## src/rtl/pwc_pkg.sv

```systemverilog
package pwc_pkg;
  localparam int ADDR_W = 2;

  typedef enum logic [ADDR_W-1:0] {
    SEL_CTRL = 2'd0,
    SEL_RISE = 2'd1,
    SEL_FALL = 2'd2,
    SEL_NONE = 2'd3
  } reg_sel_e;
endpackage

```

## src/rtl/pwc_sync.sv

```systemverilog
module pwc_sync #(
  parameter int STAGES = 2
) (
  input  logic clk,
  input  logic rst,
  input  logic d,
  output logic q
);
  logic [STAGES-1:0] chain;

  generate
    if (STAGES == 1) begin : g_one
      always_ff @(posedge clk) begin
        if (rst) chain <= '0;
        else     chain <= d;
      end
    end else begin : g_many
      always_ff @(posedge clk) begin
        if (rst) chain <= '0;
        else     chain <= {chain[STAGES-2:0], d};
      end
    end
  endgenerate

  assign q = chain[STAGES-1];
endmodule

```

## src/rtl/pwc_edge.sv

```systemverilog
module pwc_edge (
  input  logic clk,
  input  logic rst,
  input  logic level,
  output logic rise,
  output logic fall
);
  logic prev_q;

  always_ff @(posedge clk) begin
    if (rst) prev_q <= 1'b0;
    else     prev_q <= level;
  end

  assign rise = level & ~prev_q;
  assign fall = ~level & prev_q;
endmodule

```

## src/rtl/pwc_ctrl.sv

```systemverilog
module pwc_ctrl #(
  parameter int DATA_W  = 8,
  parameter int ARM_BIT = 4
) (
  input  logic              clk,
  input  logic              rst,
  input  logic              ctrl_wr,
  input  logic              ctrl_rd,
  input  logic [DATA_W-1:0] wdata,
  input  logic              rise_edge,
  input  logic              fall_edge,
  output logic              arm_q,
  output logic              rd_flag,
  output logic              rise_seen,
  output logic              cap_rise_en,
  output logic              cap_fall_en
);
  logic done;

  assign cap_rise_en = arm_q & ~rise_seen & rise_edge;
  assign cap_fall_en = arm_q & rise_seen & fall_edge;
  assign done        = cap_fall_en;

  // Qualifier: read while idle, consumed by any control write
  always_ff @(posedge clk) begin
    if (rst)                  rd_flag <= 1'b0;
    else if (ctrl_wr)         rd_flag <= 1'b0;
    else if (ctrl_rd && !arm_q) rd_flag <= 1'b1;
  end

  always_ff @(posedge clk) begin
    if (rst)                                      arm_q <= 1'b0;
    else if (ctrl_wr && wdata[ARM_BIT] && rd_flag) arm_q <= 1'b1;
    else if (done)                                arm_q <= 1'b0;
  end

  always_ff @(posedge clk) begin
    if (rst)              rise_seen <= 1'b0;
    else if (!arm_q)      rise_seen <= 1'b0;
    else if (cap_rise_en) rise_seen <= 1'b1;
    else if (done)        rise_seen <= 1'b0;
  end
endmodule

```

## src/rtl/pulse_capture.sv

```systemverilog
module pulse_capture #(
  parameter int DATA_W      = 8,
  parameter int CNT_W       = 8,
  parameter int SYNC_STAGES = 2,
  parameter int ARM_BIT     = 4
) (
  input  logic                      clk,
  input  logic                      rst,
  input  logic [pwc_pkg::ADDR_W-1:0] bus_addr,
  input  logic [DATA_W-1:0]         bus_wdata,
  input  logic                      bus_wr,
  input  logic                      bus_rd,
  output logic [DATA_W-1:0]         bus_rdata,
  input  logic                      cap_in,
  input  logic [CNT_W-1:0]          cnt_in
);
  import pwc_pkg::*;

  localparam int PAD_W = DATA_W - CNT_W;

  reg_sel_e   sel;
  logic       cap_sync;
  logic       rise_edge;
  logic       fall_edge;
  logic       ctrl_wr;
  logic       ctrl_rd;
  logic       arm_q;
  logic       rd_flag;
  logic       rise_seen;
  logic       cap_rise_en;
  logic       cap_fall_en;
  logic [CNT_W-1:0] rise_q;
  logic [CNT_W-1:0] fall_q;
  logic [DATA_W-1:0] rd_mux;

  assign sel     = reg_sel_e'(bus_addr);
  assign ctrl_wr = bus_wr && (sel == SEL_CTRL);
  assign ctrl_rd = bus_rd && (sel == SEL_CTRL);

  pwc_sync #(.STAGES(SYNC_STAGES)) sync_i (
    .clk (clk),
    .rst (rst),
    .d   (cap_in),
    .q   (cap_sync)
  );

  pwc_edge edge_i (
    .clk   (clk),
    .rst   (rst),
    .level (cap_sync),
    .rise  (rise_edge),
    .fall  (fall_edge)
  );

  pwc_ctrl #(.DATA_W(DATA_W), .ARM_BIT(ARM_BIT)) ctrl_i (
    .clk         (clk),
    .rst         (rst),
    .ctrl_wr     (ctrl_wr),
    .ctrl_rd     (ctrl_rd),
    .wdata       (bus_wdata),
    .rise_edge   (rise_edge),
    .fall_edge   (fall_edge),
    .arm_q       (arm_q),
    .rd_flag     (rd_flag),
    .rise_seen   (rise_seen),
    .cap_rise_en (cap_rise_en),
    .cap_fall_en (cap_fall_en)
  );

  always_ff @(posedge clk) begin
    if (rst) begin
      rise_q <= '0;
      fall_q <= '0;
    end else begin
      if (cap_rise_en) rise_q <= cnt_in;
      if (cap_fall_en) fall_q <= cnt_in;
    end
  end

  always_comb begin
    rd_mux = '0;
    case (sel)
      SEL_CTRL: rd_mux[ARM_BIT] = arm_q;
      SEL_RISE: rd_mux = {{PAD_W{1'b0}}, rise_q};
      SEL_FALL: rd_mux = {{PAD_W{1'b0}}, fall_q};
      default:  rd_mux = '0;
    endcase
  end

  always_ff @(posedge clk) begin
    if (rst)         bus_rdata <= '0;
    else if (bus_rd) bus_rdata <= rd_mux;
  end
endmodule

```

## config.mk

```make
export PLATFORM = sky130hd
export DESIGN_NAME = pulse_capture
export DESIGN_NICKNAME = d
export VERILOG_FILES = /design/src/rtl/pwc_pkg.sv /design/src/rtl/pwc_sync.sv /design/src/rtl/pwc_edge.sv /design/src/rtl/pwc_ctrl.sv /design/src/rtl/pulse_capture.sv
export SDC_FILE = /design/constraint.sdc
export NUM_CORES = 1
export LEC_CHECK = 0
export BUFFER_PORTS_ARGS = -buffer_cell sky130_fd_sc_hd__buf_2
export CAP_MARGIN = 15
export CORE_MARGIN = 5
export CORE_UTILIZATION = 51
export CTS_CLUSTER_DIAMETER = 60
export DETAILED_ROUTE_END_ITERATION = 6
export PLACE_DENSITY = 0.77
export SLEW_MARGIN = 20
export SYNTH_ARGS = -nofsm -noshare
export SYNTH_HDL_FRONTEND = slang
export SYNTH_SLANG_ARGS = --single-unit
```

## constraint.sdc

```tcl
create_clock -name clk -period 1.45 [get_ports clk]
set_input_delay 0.145 -clock clk [delete_from_list [all_inputs] [get_ports clk]]
set_output_delay 0.145 -clock clk [all_outputs]
set_load 0.1 [all_outputs]
```

# Yosys cells after proc, flatten, opt, wreduce, memory -nomap -nowiden
# Index checks and enable logic that the tools add are counted.
# word_totals
word_cells	37
regBits	30
# op_classes
bitwise_logic	10
eq_ne	2
reduce_logical	11
n_mux	6
# ops
operator	n
4-bit one-hot mux with 2 select lines	1
1-bit bitwise AND	6
3-bit one-hot mux with 2 select lines	1
1-bit logical AND	5
1-bit NOT	4
2-bit nonzero test	2
2-bit OR reduction	2
1-bit two-way mux	3
1-bit one-hot mux with 3 select lines	1
2-bit by 1-bit == test with 1-bit output (second input constant)	1
2-bit == test (second input constant)	1
2-bit logical NOT	1
1-bit logical NOT	1

# Longest topological paths before layout
# depth
depth_word	5
ltp_mapped	6
depth_no_buf	5

# Modules after synthesis
# From an unflattened synthesis, not the netlist that was laid out.
# hier_totals
hier_cells	128
hier_area_um2	1256.2
# by_module_without_submodules
mod	area_each_um2	n_inst	cells_per_inst	seq_area_each_um2
pulse_capture	1024.7	1	105	480.5
pwc_ctrl	140.1	1	15	60.1
pwc_sync	52.6	1	4	40.0
pwc_edge	38.8	1	4	20.0

# Worst setup path before layout
# Ideal clock, no wire load.
# synth_path
path_type	reg-to-reg
startpoint	reg bus_rdata[3] (netlist name)
endpoint	reg bus_rdata[3]
path_stages_with_launch	4
t_arrival_ns	1.248
required_time_ns	1.385
setup_time_ns	0.065
path_buffers	0
setup_slack_ns	0.137
cell_sequence	dfxtp_1 -> nor2b_1 -> a21oi_1 -> nor2_1
# synth_lines
item	line	source
end signal: assignment	pulse_capture.sv:92	else if (bus_rd) bus_rdata <= rd_mux;
end: declaration	pulse_capture.sv:13	output logic [DATA_W-1:0] bus_rdata,

# Worst setup path in the final report
# layout_path
startpoint	reg ctrl_i.arm_q
endpoint	reg rise_q[3]
# layout_between
elab_chain_len	2
# layout_rtl
item	line	source
start: declaration	pwc_ctrl.sv:12	output logic arm_q,
start signal: assignment	pwc_ctrl.sv:32	if (rst) arm_q <= 1'b0;
start signal: assignment	pwc_ctrl.sv:33	else if (ctrl_wr && wdata[ARM_BIT] && rd_flag) arm_q <= 1'b1;
start signal: assignment	pwc_ctrl.sv:34	else if (done) arm_q <= 1'b0;
1-bit bitwise AND (2 in a row)	pwc_ctrl.sv:20	assign cap_rise_en = arm_q & ~rise_seen & rise_edge;
end signal: assignment	pulse_capture.sv:75	if (cap_rise_en) rise_q <= cnt_in;
end: declaration	pulse_capture.sv:32	logic [CNT_W-1:0] rise_q;
# No other way between the ends.
# A chain may end at the register's enable or synchronous reset.

==> results.txt <==
Setup repair after global routing left no endpoint under its margin. Summed over all cells, the static leakage comes to 0.0005605 µW. The number of slew-limit violations in the final report is 0. In this run the power density over the cells is 969.8 nW/µm². STA classifies the critical path startpoint as a flop. The largest area contributor in the synthesized netlist was sky130_fd_sc_hd__dfxtp_1. Most frequently used flop master after synthesis: sky130_fd_sc_hd__dfxtp_1. The tools report the area of the placeable core as 2255 µm². The logs give 54.27% for the initial cell density of the core and 0 for the hold violation count in the final report. Summed over all layers, the routed wires come to 2404 µm. Detailed placement finished with a half-perimeter wire length of 1626 µm. The number of remaining DRC errors came out at 0.

During I/O placement, the number of pins put on the boundary was 31. The floorplan step defined a die boundary enclosing 3479 µm². Of the synthesized area, sequential elements account for 49.08%. The setup path with the least slack is of type flop to flop. The worst slew margin relative to its limit is 65.97%. At the end of routability-driven placement, the weighted congestion stood at 0.7006. The mapped cell area was 1224 µm²; the clock edge transition at the registers on the reported setup and hold paths was 0.09 ns.

For the worst endpoint data arrival time, the log shows 1.50 ns. The library cell used as clock root buffer is sky130_fd_sc_hd__clkbuf_4. After layout, the worst path uses 88.93% of the clock period.

The initial antenna violation count is 0. The async set-or-reset flop fraction in the synthesized netlist came out at 0%. The routed layout has 961 vias. The logs give 5 for the number of buffers created by CTS and 0 ns for the final setup TNS.

The final critical delay including setup and external delays was 1.289 ns. On the final layout, the worst clock skew is 0.01059 ns. The post-synthesis cell count was 133; the number of warnings printed during yosys synthesis was 0. Number of nets in the layout: 184. Measured along the y axis, the die boundary spans 58.99 µm.

The number of input and output port buffers inserted came out at 23. Global routing used 15.98% of the available tracks across all layers. Count of clock tree sinks: 30. For the worst setup path, the data required time is 1.66 ns.

Entering global routing, the biggest net connects 31 pins. For the highest clock rate, the log shows 0.7755 GHz. The number of max-cap violations is 0, and the number of enable-type register cells in the synthesized netlist is 0.

In this run the horizontal extent of the chip is 58.99 µm. The transition time at the pin with the least slew margin was 0.5104 ns; the number of placed cells counting well taps was 177. The category of the worst setup path capture point is a flop. In this run, the number of DRC markers left after iteration 0 of detailed routing was 21. Number of nets produced by synthesis: 160. After synthesis, the most frequently instantiated cells are sky130_fd_sc_hd__dfxtp_1 (30), sky130_fd_sc_hd__a21oi_1 (17), sky130_fd_sc_hd__nand2_1 (17), sky130_fd_sc_hd__nor2_1 (15), sky130_fd_sc_hd__nor2b_1 (10). In the final layout, the share of cells above drive strength 1 is 21.02%.

The count of nets left with antenna violations once routing finished came out at 0. Number of setup violations in the final report: 0. Clock latency on the worst-skew pair, taken at its later pin, is 0.33 ns.

The tools report the number of search-and-repair iterations in the first detailed-routing pass as 6. In this run the core area contains 17 standard-cell rows. Counting along the longest clock path gives a buffer depth of 2.

The average detailed-routed wire length per instance was 12.99 µm. The worst-case hold slack is 0.03080 ns, and the average instance area after synthesis is 9.201 µm². VDD sags by at most 0.7690 mV. Dividing the detail-routed via count by the number of cells gives 5.195. For the count of placed standard cells in the final layout, fillers left out, the log shows 185. The share of synthesized area in the top cell type comes to 49.08%.

The repair_antennas step left the layout with diodes totalling 0. The area growth from synthesis to layout is 14.21%. The number of register bits inferred by synthesis was 30; the largest fanout of any net on the critical path was 8. Summed over all layers, the global routing overflow is 0.

TritonCTS built the clock tree. Sorting the synthesized cells by area gives the leading types as sky130_fd_sc_hd__dfxtp_1 (49%), sky130_fd_sc_hd__a21oi_1 (7.0%), sky130_fd_sc_hd__mux2i_1 (6.5%). The first global-routing pass estimated 4077 µm of wire. The logs give 2 for the total number of H-tree levels and 904 for the via count of the first global-routing pass. The flow ran to the end, and the final reports show no timing, DRC or antenna violations. The most frequent cell after synthesis is sky130_fd_sc_hd__dfxtp_1.

At the placement stage, the worst setup path has a slack of 0.1775 ns. For the number of distinct library cells after synthesis, the log shows 26. The worst setup slack after layout came out at 0.1606 ns. The min-delay analysis places its worst path in the category input pin to flop.
per-stage QoR:
step | instance area [µm²] | power, µW | utilization (%)
final | 1398 | 1355 | 61.99
after global routing | 1398 | 1429 | 61.99
after CTS | 1398 | 1373 | 61.99
after detailed placement | 1340 | 923.6 | 59.43
after global placement | 1340 | 921.0 | 59.43
after floorplan | 1224 | 890.3 | -
routing by layer:
layer / vias to the layer above / global-route usage, % / routed length (µm)
met1: 435 / 19.60 / 1118
met4: 0 / 6.796 / 47
met3: 5 / 6.754 / 179
li1: 495 / - / -
met2: 26 / 24.45 / 1058
met5: - / 0 / 0
what timing repair did:
action / 4_1_cts / 5_1_grt
hold buffers: 1 / 0
resized for setup: 0 / 0
endpoints found under the hold margin: 1 / 0
setup buffers: 0 / 0
worst max-delay path, cell delays in order, from the launching register on:
cell,delay [ns]
sky130_fd_sc_hd__dfxtp_1,0.43
sky130_fd_sc_hd__and4bb_2,0.45
sky130_fd_sc_hd__mux2i_1,0.24
sky130_fd_sc_hd__nor2_1,0.05
cells in the final DEF, fill, tap and decap left out, types with 2 or more instances in the layout:
cell | synthesis | final
sky130_fd_sc_hd__dfxtp_1 | 30 | 30
sky130_fd_sc_hd__buf_2 | 2 | 23
sky130_fd_sc_hd__nand2_1 | 17 | 17
sky130_fd_sc_hd__a21oi_1 | 17 | 17
sky130_fd_sc_hd__nor2_1 | 15 | 15
sky130_fd_sc_hd__nor2b_1 | 10 | 10
sky130_fd_sc_hd__mux2i_1 | 8 | 8
sky130_fd_sc_hd__a22o_1 | 7 | 7
sky130_fd_sc_hd__clkbuf_4 | 0 | 5
sky130_fd_sc_hd__inv_1 | 4 | 4
sky130_fd_sc_hd__ha_1 | 4 | 4
sky130_fd_sc_hd__clkinv_2 | 0 | 2
sky130_fd_sc_hd__buf_4 | 1 | 2
path summary, 6_finish.rpt:
kind                            slack [ns]                       start                          to  cells after the start
worst max register to register        0.16   ctrl_i.arm_q$_SDFFE_PP0P_      rise_q[3]$_SDFFE_PP0P_                      3
worst min-delay path                  0.03                      cap_in  sync_i.chain[0]$_SDFF_PP0_                      2
worst max-delay path                  0.16   ctrl_i.arm_q$_SDFFE_PP0P_      rise_q[3]$_SDFFE_PP0P_                      3
worst min register to register        0.45  sync_i.chain[0]$_SDFF_PP0_  sync_i.chain[1]$_SDFF_PP0_                      1
flip-flops by register name (all words and copies together) (netlist names):
name	count
ctrl_i.rise_seen	1
fall_q	8
sync_i.chain	2
bus_rdata	8
rise_q	8
edge_i.prev_q	1
ctrl_i.arm_q	1
ctrl_i.rd_flag	1
cell type report:
cell class	instances	area, µm²
well taps	28	35.03
inverters	4	15.01
flip-flops and latches	30	600.6
clock buffers	5	37.54
multi-input cells	90	559.3
clock inverters	2	10.01
fillers	230	857.1
repair buffers	26	140.1
power by group:
| group | switching, µW | leakage [µW] | internal (µW) | total, µW |
|---|---|---|---|---|
| logic | 43.8 | 0.000288 | 31.4 | 75.3 |
| registers | 2.93 | 0.000242 | 828 | 831 |
| clock network | 275 | 0.0000308 | 174 | 449 |
kinds of logic after synthesis:
kind of cell / after synthesis / share of synthesized area [%]
mux: 8 / 6.544
fa+ha+maj: 5 / 4.908
buf+inv: 13 / 5.214
flops: 30 / 49.08
compound gates: 27 / 13.91
simple gates: 50 / 20.35
Power figures use the tool's default switching activity.
